[config.mk]
export PLATFORM = sky130hd
export DESIGN_NAME = jtag_tap_ctrl
export DESIGN_NICKNAME = d
export VERILOG_FILES = /design/src/rtl/tap_pkg.sv /design/src/rtl/tap_fsm.sv /design/src/rtl/tap_ir.sv /design/src/rtl/tap_dr.sv /design/src/rtl/jtag_tap_ctrl.sv
export SDC_FILE = /design/constraint.sdc
export NUM_CORES = 1
export LEC_CHECK = 0
export ABC_AREA = 1
export BUFFER_PORTS_ARGS = -buffer_cell sky130_fd_sc_hd__buf_2
export CAP_MARGIN = 20
export CORE_MARGIN = 2
export CORE_UTILIZATION = 40
export DETAILED_ROUTE_END_ITERATION = 16
export PLACE_DENSITY = 0.58
export SYNTH_ARGS = -nofsm -noshare
export SYNTH_HDL_FRONTEND = slang
export SYNTH_HIERARCHICAL = 1
export SYNTH_SLANG_ARGS = --single-unit
[constraint.sdc]
create_clock -name tck -period 2.9 [get_ports tck]
set_input_delay 0.29 -clock tck [delete_from_list [all_inputs] [get_ports tck]]
set_output_delay 0.29 -clock tck [all_outputs]
set_load 0.02 [all_outputs]
[src/rtl/tap_pkg.sv]
package tap_pkg;

   localparam int IR_W = 10;
   typedef logic [IR_W-1:0] instr_t;

   localparam instr_t OP_SAMPLE  = 10'h005;
   localparam instr_t OP_IDCODE  = 10'h006;
   localparam instr_t OP_USER    = 10'h007;
   localparam instr_t OP_HIGHZ   = 10'h00B;
   localparam instr_t OP_EXTEST  = 10'h00F;
   localparam instr_t OP_BYPASS  = 10'h3FF;
   localparam instr_t IR_CAPTURE = 10'h001;

   typedef enum logic [3:0] {
      ST_RESET   = 4'h0,
      ST_IDLE    = 4'h1,
      ST_SEL_DR  = 4'h2,
      ST_CAP_DR  = 4'h3,
      ST_SHF_DR  = 4'h4,
      ST_EX1_DR  = 4'h5,
      ST_PAU_DR  = 4'h6,
      ST_EX2_DR  = 4'h7,
      ST_UPD_DR  = 4'h8,
      ST_SEL_IR  = 4'h9,
      ST_CAP_IR  = 4'hA,
      ST_SHF_IR  = 4'hB,
      ST_EX1_IR  = 4'hC,
      ST_PAU_IR  = 4'hD,
      ST_EX2_IR  = 4'hE,
      ST_UPD_IR  = 4'hF
   } tap_state_t;

   typedef enum logic [1:0] {
      DR_BYPASS   = 2'd0,
      DR_IDENT    = 2'd1,
      DR_USER     = 2'd2,
      DR_BOUNDARY = 2'd3
   } dr_sel_t;

   function automatic dr_sel_t decode_dr(input instr_t op);
      dr_sel_t s;
      case (op)
         OP_IDCODE:            s = DR_IDENT;
         OP_USER:              s = DR_USER;
         OP_SAMPLE, OP_EXTEST: s = DR_BOUNDARY;
         default:              s = DR_BYPASS;
      endcase
      return s;
   endfunction

   function automatic tap_state_t tap_next(input tap_state_t s, input logic m);
      tap_state_t n;
      case (s)
         ST_RESET:  n = m ? ST_RESET  : ST_IDLE;
         ST_IDLE:   n = m ? ST_SEL_DR : ST_IDLE;
         ST_SEL_DR: n = m ? ST_SEL_IR : ST_CAP_DR;
         ST_CAP_DR: n = m ? ST_EX1_DR : ST_SHF_DR;
         ST_SHF_DR: n = m ? ST_EX1_DR : ST_SHF_DR;
         ST_EX1_DR: n = m ? ST_UPD_DR : ST_PAU_DR;
         ST_PAU_DR: n = m ? ST_EX2_DR : ST_PAU_DR;
         ST_EX2_DR: n = m ? ST_UPD_DR : ST_SHF_DR;
         ST_UPD_DR: n = m ? ST_SEL_DR : ST_IDLE;
         ST_SEL_IR: n = m ? ST_RESET  : ST_CAP_IR;
         ST_CAP_IR: n = m ? ST_EX1_IR : ST_SHF_IR;
         ST_SHF_IR: n = m ? ST_EX1_IR : ST_SHF_IR;
         ST_EX1_IR: n = m ? ST_UPD_IR : ST_PAU_IR;
         ST_PAU_IR: n = m ? ST_EX2_IR : ST_PAU_IR;
         ST_EX2_IR: n = m ? ST_UPD_IR : ST_SHF_IR;
         ST_UPD_IR: n = m ? ST_SEL_DR : ST_IDLE;
         default:   n = ST_RESET;
      endcase
      return n;
   endfunction

endpackage

[src/rtl/tap_fsm.sv]
module tap_fsm
   import tap_pkg::*;
(
   input  logic       tck,
   input  logic       rst_n,
   input  logic       ready,
   input  logic       tms,
   output tap_state_t state
);

   always_ff @(posedge tck or negedge rst_n) begin
      if (!rst_n)
         state <= ST_RESET;
      else if (!ready)
         state <= ST_RESET;
      else
         state <= tap_next(state, tms);
   end

endmodule

[src/rtl/tap_ir.sv]
module tap_ir
   import tap_pkg::*;
(
   input  logic       tck,
   input  logic       rst_n,
   input  tap_state_t state,
   input  logic       tdi,
   output instr_t     instr,
   output logic       ir_so
);

   instr_t shf_q;

   always_ff @(posedge tck or negedge rst_n) begin
      if (!rst_n) begin
         shf_q <= '0;
      end else begin
         case (state)
            ST_CAP_IR: shf_q <= IR_CAPTURE;
            ST_SHF_IR: shf_q <= {tdi, shf_q[IR_W-1:1]};
            default:   shf_q <= shf_q;
         endcase
      end
   end

   always_ff @(posedge tck or negedge rst_n) begin
      if (!rst_n)
         instr <= OP_IDCODE;
      else if (state == ST_RESET)
         instr <= OP_IDCODE;
      else if (state == ST_UPD_IR)
         instr <= shf_q;
   end

   assign ir_so = shf_q[0];

endmodule

[src/rtl/tap_dr.sv]
module tap_dr
   import tap_pkg::*;
#(
   parameter int          NPINS      = 8,
   parameter logic [31:0] ID_VALUE   = 32'h1234_50DD,
   parameter logic [31:0] USER_VALUE = 32'hFFFF_FFFF
) (
   input  logic             tck,
   input  logic             rst_n,
   input  tap_state_t       state,
   input  dr_sel_t          sel,
   input  logic             tdi,
   input  logic [NPINS-1:0] pin_in,
   input  logic [NPINS-1:0] core_out,
   output logic             dr_so,
   output logic [NPINS-1:0] bsr_latch
);

   localparam int BSR_W  = 2 * NPINS;
   localparam int WORD_W = 32;

   logic              byp_q;
   logic [WORD_W-1:0] id_q;
   logic [WORD_W-1:0] usr_q;
   logic [BSR_W-1:0]  bsr_q;

   wire cap = (state == ST_CAP_DR);
   wire shf = (state == ST_SHF_DR);
   wire upd = (state == ST_UPD_DR);

   always_ff @(posedge tck or negedge rst_n) begin
      if (!rst_n)
         byp_q <= 1'b0;
      else if (sel == DR_BYPASS && cap)
         byp_q <= 1'b0;
      else if (sel == DR_BYPASS && shf)
         byp_q <= tdi;
   end

   always_ff @(posedge tck or negedge rst_n) begin
      if (!rst_n)
         id_q <= '0;
      else if (sel == DR_IDENT && cap)
         id_q <= ID_VALUE;
      else if (sel == DR_IDENT && shf)
         id_q <= {tdi, id_q[WORD_W-1:1]};
   end

   always_ff @(posedge tck or negedge rst_n) begin
      if (!rst_n)
         usr_q <= '0;
      else if (sel == DR_USER && cap)
         usr_q <= USER_VALUE;
      else if (sel == DR_USER && shf)
         usr_q <= {tdi, usr_q[WORD_W-1:1]};
   end

   // Boundary chain: one output cell and one input cell per pin.
   for (genvar g = 0; g < NPINS; g++) begin : g_cell
      wire out_next = (g == NPINS - 1) ? bsr_q[NPINS] : bsr_q[g+1];
      wire in_next  = (g == NPINS - 1) ? tdi          : bsr_q[NPINS+g+1];

      always_ff @(posedge tck or negedge rst_n) begin
         if (!rst_n) begin
            bsr_q[g]       <= 1'b0;
            bsr_q[NPINS+g] <= 1'b0;
         end else if (sel == DR_BOUNDARY && cap) begin
            bsr_q[g]       <= core_out[g];
            bsr_q[NPINS+g] <= pin_in[g];
         end else if (sel == DR_BOUNDARY && shf) begin
            bsr_q[g]       <= out_next;
            bsr_q[NPINS+g] <= in_next;
         end
      end

      always_ff @(posedge tck or negedge rst_n) begin
         if (!rst_n)
            bsr_latch[g] <= 1'b0;
         else if (sel == DR_BOUNDARY && upd)
            bsr_latch[g] <= bsr_q[g];
      end
   end

   always_comb begin
      case (sel)
         DR_IDENT:    dr_so = id_q[0];
         DR_USER:     dr_so = usr_q[0];
         DR_BOUNDARY: dr_so = bsr_q[0];
         default:     dr_so = byp_q;
      endcase
   end

endmodule

[src/rtl/jtag_tap_ctrl.sv]
module jtag_tap_ctrl
   import tap_pkg::*;
#(
   parameter int          NPINS      = 8,
   parameter logic [31:0] ID_VALUE   = 32'h1234_50DD,
   parameter logic [31:0] USER_VALUE = 32'hFFFF_FFFF,
   parameter bit          HAS_TRST   = 1'b1
) (
   input  logic             tck,
   input  logic             trst_n,
   input  logic             tms,
   input  logic             tdi,
   input  logic             ready,
   output logic             tdo,
   output logic             tdo_oe,
   input  logic [NPINS-1:0] core_out,
   input  logic [NPINS-1:0] core_oe,
   input  logic [NPINS-1:0] pin_in,
   output logic [NPINS-1:0] pin_out,
   output logic [NPINS-1:0] pin_oe
);

   if (NPINS < 1) begin : g_bad_npins
      $error("NPINS must be at least 1");
   end
   if (ID_VALUE[0] != 1'b1) begin : g_bad_id
      $error("ID_VALUE bit 0 must be 1");
   end

   logic rst_n;
   if (HAS_TRST) begin : g_trst
      assign rst_n = trst_n;
   end else begin : g_no_trst
      assign rst_n = 1'b1;
   end

   tap_state_t       state;
   instr_t           ir_q;
   logic             ir_so;
   logic             dr_so;
   dr_sel_t          dr_sel;
   logic [NPINS-1:0] bsr_latch;

   tap_fsm u_fsm (
      .tck   (tck),
      .rst_n (rst_n),
      .ready (ready),
      .tms   (tms),
      .state (state)
   );

   tap_ir u_ir (
      .tck   (tck),
      .rst_n (rst_n),
      .state (state),
      .tdi   (tdi),
      .instr (ir_q),
      .ir_so (ir_so)
   );

   assign dr_sel = decode_dr(ir_q);

   tap_dr #(
      .NPINS      (NPINS),
      .ID_VALUE   (ID_VALUE),
      .USER_VALUE (USER_VALUE)
   ) u_dr (
      .tck       (tck),
      .rst_n     (rst_n),
      .state     (state),
      .sel       (dr_sel),
      .tdi       (tdi),
      .pin_in    (pin_in),
      .core_out  (core_out),
      .dr_so     (dr_so),
      .bsr_latch (bsr_latch)
   );

   // Serial output stage on the falling edge.
   always_ff @(negedge tck or negedge rst_n) begin
      if (!rst_n) begin
         tdo    <= 1'b0;
         tdo_oe <= 1'b0;
      end else begin
         tdo    <= (state == ST_SHF_IR) ? ir_so :
                   (state == ST_SHF_DR) ? dr_so : 1'b0;
         tdo_oe <= (state == ST_SHF_IR) || (state == ST_SHF_DR);
      end
   end

   wire ext_mode  = (ir_q == OP_EXTEST);
   wire hiz_mode  = (ir_q == OP_HIGHZ);

   assign pin_out = ext_mode ? bsr_latch : core_out;
   assign pin_oe  = hiz_mode ? '0 : (ext_mode ? '1 : core_oe);

endmodule

======== Word level (Yosys, flattened, before mapping) ========
Cells that the tools add are included.
operators by class
  add/sub/neg operators ................... 0
  multipliers ............................. 0
  div/mod/pow operators ................... 0
  magnitude comparators ................... 0
  eq/ne operators ......................... 23
  shift operators ......................... 0
  mux-type cells .......................... 62
  bitwise operators ....................... 0
  reductions and logical operators ........ 22
operators with widths
  operator                                                          number
  32-bit two-way mux                                                4
  4-bit case mux with 12 select lines                               1
  1-bit two-way mux                                                 39
  4-bit == test, second input constant                              8
  10-bit by 3-bit == test with 1-bit output, second input constant  3
  8-bit two-way mux                                                 3
  10-bit by 4-bit == test with 1-bit output, second input constant  2
  10-bit two-way mux                                                2
  4-bit two-way mux                                                 5
  10-bit case mux with 2 select lines                               1
  4-bit by 3-bit == test with 1-bit output, second input constant   4
  2-bit nonzero test                                                6
  1-bit logical AND                                                 9
  4-bit by 2-bit == test with 1-bit output, second input constant   2
  2-bit two-way mux                                                 3
  3-bit two-way mux                                                 2
  2-bit case mux with 3 select lines                                1
  2-bit OR reduction                                                3
  2-bit == test, second input constant                              2
  4-bit by 1-bit == test with 1-bit output, second input constant   1
  4-bit logical NOT                                                 1
  1-bit case mux with 3 select lines                                1
  3-bit OR reduction                                                1
  2-bit by 1-bit == test with 1-bit output, second input constant   1
  other kinds (2)                                                   2
word-level totals
  bits in registers ....................... 115
  latch bits .............................. 0
  bits in writable memories ............... 0
  ROM bits ................................ 0
  input port bits ......................... 29
  output and inout port bits .............. 18
  logic and storage cells ................. 139
  memories ................................ 0

======== Longest topological paths before layout ========
  depth in word-level cells ............... 7
  depth in mapped cells ................... 14
  gate-level depth less buffers ........... 13

======== By module ========
The synthesis kept the hierarchy.
by module, submodules not included
  module         instances  cells an instance  area an instance (um2)  sequential area each (um2)
  tap_dr         1          560                4219.0                  2227.1
  tap_ir         1          100                868.3                   503.0
  jtag_tap_ctrl  1          84                 442.9                   50.0
  tap_fsm        1          71                 396.6                   100.1

==> impl_results.md <==
* Status: finished with violations
* Failing checks: negative setup slack
* Post-synth EDFFs at 0
* Min-delay worst type: in2reg
* Worst Slack Setup Final at -112 ps
* Post-DRT Antenna Nets at 0
* Root buf cell: clkbuf_16
* Initial antenna violation count at 0
* Leak pwr at approximately 4.2 nW
* Final Hold Viols at 0
* Cell-by-cell trace of the critical path: nand2_2 -> inv_2 -> nand2_4 -> nor2_8 -> nand2_2 -> nand2_4 -> nor2_1 -> nand2_1 -> o2111ai_1 -> nand3_1 -> a21oi_1
* Critical-path top delay cell: dfstp_2
* DRC Markers at 0
* Max Cap Viol at 0
* CTS tree: built
* Reg2reg path depth at 11
* Cells after synthesis at approximately 820
* Crit path capture type: flip-flop
* H-tree levels at 4
* Final-stage net count at 901
* Die Span Y at around 130 um
* Reg-to-reg critical path endpoint: tdo$_DFF_NN0_
* Post-place setup slack at -146 ps
* Top FF cell, synth: dfrtp_1
* Port Buf Inserts at 46
* Mean Syn Cell Area at between 7 and 8 um2
* Wire length on met2 at between 5000 and 6000 um
* Endpoints failing setup at 1
* Via count at approximately 5,100
* Syn-to-layout area delta at 18.8%
* DIE WIDTH at ~130 um
* HPWL Detailed at 7870 um
* CTS Buffer Depth at 2
* Largest stage delay on the critical path at around 540 ps
* Global-route wire length before repair at 22,200 um
* IR drop worst, VDD at just under 0.4 mV
* Internal Power at about 3.2 mW
* I/O pin cnt at 47
* Flop and latch count out of synthesis at approximately 120
* Required time of the worst setup path at between 1500 and 2000 ps
* Net Switching at 0.922 mW
* Core Rows at 44
* Clk sinks at roughly 120
* Initial core utilization at approximately two fifths
* Sequential share of power at between 40% and 50%
* Crit Path Category: reg2reg
* Cell variety after synth at 31
* Setup crit start: u_ir/instr[1]$_DFFE_PN1P_
* Layout cells sized above 1 at 17.7%
* DR pass1 iterations at 4
* Seq/Total Area, Yosys at slightly below 50%
* Cts bufs inserted at 17
* Antenna diode count at 0
* WP data arrival at 1790 ps
* Drt first-iter violations at around 450
* Vias in the first global route at 4,678
* Synthesized area at approximately 0.0059 mm2
* Wl on met1 at roughly 6200 um
* Maximum fanout along the worst path at 4
* Met3 wire len at 545 um
* Die area at approximately 0.016 mm2
* Core area at about 0.014 mm2
* Avg Vias per Cell at 4.73
* Clock network fraction of design power at 52.5%
* Combinational Power Share at about 7%
* Worst-skew pair later-pin latency at 410 ps
* Setup Skew at 26.7 ps
* RSZ-0062 raised after global routing: yes
* Final core utilization at between 40% and 50%
* Gpl congestion at between 0.8 and 0.9
* Setup Buffers After CTS at 0
* Crit path to: tdo$_DFF_NN0_
* GRT Total Usage at roughly 17%
* Clk slew on worst S/H paths at roughly 50 ps
* HP Start: ready
* Post-synth net total at between 800 and 900
* Post-synth ARST share at between 90% and 100%
* Max Used Layer: met4
* Final wirelength at approximately 13,000 um
* Yosys warns at 6
* Flop2flop setup slack at -110 ps
* WL/cell at ~12 um
* Global route overflow at 0
* Slew Viols, Final at 0
* Headroom to the max-slew limit at a little over half
* Min Hold Slack at between 100 and 150 ps
* Largest net degree at the start of global routing at 56
* PwrDens at around 590 mW/mm2
* Slew @ Worst Pin at between 600 and 700 ps
* Worst reg2reg startpoint: u_ir/instr[1]$_DFFE_PN1P_
* Crit path launch type: flip-flop
* Sw frac at ~22%
cells in the final DEF (no fill, tap or decap), types with 3 or more instances in the layout:
cell type / instances
a21oi_1: 4
buf_2: 45
buf_4: 27
bufinv_16: 4
clkbuf_1: 3
clkbuf_16: 17
clkinv_2: 4
dfrtp_1: 111
inv_1: 71
inv_2: 18
nand2_1: 395
nand2_2: 11
nand2_4: 5
nand3_1: 70
nand3_2: 3
nand4_1: 35
nor2_1: 22
nor2_2: 8
nor2_4: 4
o21ai_1: 8
flip-flops by register name, summed over array words and instances, names as in the netlist:
name / flops
u_dr/byp_q: 1
tdo: 1
u_dr/g_cell.in_next: 7
u_dr/usr_q: 32
u_dr/id_q: 32
u_dr/bsr_latch: 8
u_dr/g_cell.out_next: 8
u_ir/shf_q: 10
tdo_oe: 1
u_fsm/state: 4
u_dr/bsr_q: 1
u_ir/instr: 10
cells in the mapped netlist (2+ instances only):
cell | count | share of area [%]
buf_6 | 3 | 0.57
nor2_1 | 24 | 1.5
dfstp_2 | 2 | 0.89
dfrtp_1 | 111 | 47
nand4_1 | 35 | 3.7
nand2_4 | 3 | 0.57
inv_4 | 2 | 0.21
clkbuf_1 | 12 | 0.76
buf_2 | 8 | 0.68
nand2_1 | 397 | 25
buf_4 | 9 | 1.1
inv_2 | 18 | 1.1
dfrtn_1 | 2 | 0.84
nor2_4 | 3 | 0.57
buf_1 | 3 | 0.19
inv_1 | 71 | 4.5
a21oi_1 | 4 | 0.34
nand3_1 | 70 | 5.9
o21ai_1 | 8 | 0.68
nor2_2 | 7 | 0.74
nand2_2 | 11 | 1.2
nand3_2 | 3 | 0.51
worst min path at each step:
stage | cells past startpoint | endpoint | slack (ps)
after floorplan | 0 | u_dr/bsr_latch[0]$_DFFE_PN0P_ | -6
final | 3 | u_fsm/state[1]$_DFF_PN0_ | 130
after global routing | 3 | u_fsm/state[1]$_DFF_PN0_ | 130
after detailed placement | 1 | u_ir/instr[0]$_DFFE_PN0P_ | 180
after global placement | 1 | u_ir/instr[0]$_DFFE_PN0P_ | 180
after CTS | 3 | u_fsm/state[1]$_DFF_PN0_ | 110
worst max-delay path: cells and delay by family (launching register included):
family	cells	cell delay, ps
simple gates	8	610
flops	1	540
compound gates	2	180
buf+inv	1	70
layer usage:
| layer | track usage, % | vias to the layer above |
|---|---|---|
| li1 | - | 2642 |
| met4 | 6.27 | 0 |
| met1 | 23.4 | 2325 |
| met5 | 0 | - |
| met3 | 4.38 | 18 |
| met2 | 26.4 | 67 |
layout make-up:
class	instances	area [um2]
clock buffer	22	464
tap	184	230
multi-input combinational	574	2530
inverter	91	347
timing repair buffer	73	438
fill	1441	7440
sequential	115	2880
clock inverter	10	155
logic make-up after synthesis:
kind of cell           Yosys count  share of synthesized area [%]
AND/OR/NAND/NOR                555                           40.4
buffers and inverters          126                           9.18
flip-flops                     115                           48.6
AO/OA/AOI/OAI                   19                           1.86
power groups by stage:
stage | clock, mW | combinational [mW] | sequential [mW]
3_5_place_dp | 0 | 0.301 | 1.69
4_1_cts | 2.22 | 0.301 | 1.67
6_report | 2.18 | 0.298 | 1.67
5_1_grt | 2.30 | 0.334 | 1.67
2_1_floorplan | 0 | 0.177 | 1.70
3_3_place_gp | 0 | 0.296 | 1.70
stage by stage:
stage / total power [mW] / instances / setup TNS (ps) / area [um2]
global placement: 1.99 / 1036 / -98.2 / 6400
floorplan: 1.87 / 815 / -237 / 5950
finish: 4.14 / 1069 / -112 / 7040
detailed placement: 2.00 / 1036 / -146 / 6400
CTS: 4.20 / 1069 / -132 / 7040
global route: 4.31 / 1069 / -254 / 7040
repair_timing:
item / CTS / global route
pin swaps: 1 / 0
endpoints found under the hold margin: 14 / 0
endpoints found under the setup margin: 1 / 1
resized for setup: 1 / 1
hold buffers: 1 / 0
Note: power is estimated with default switching activity, not from simulation.
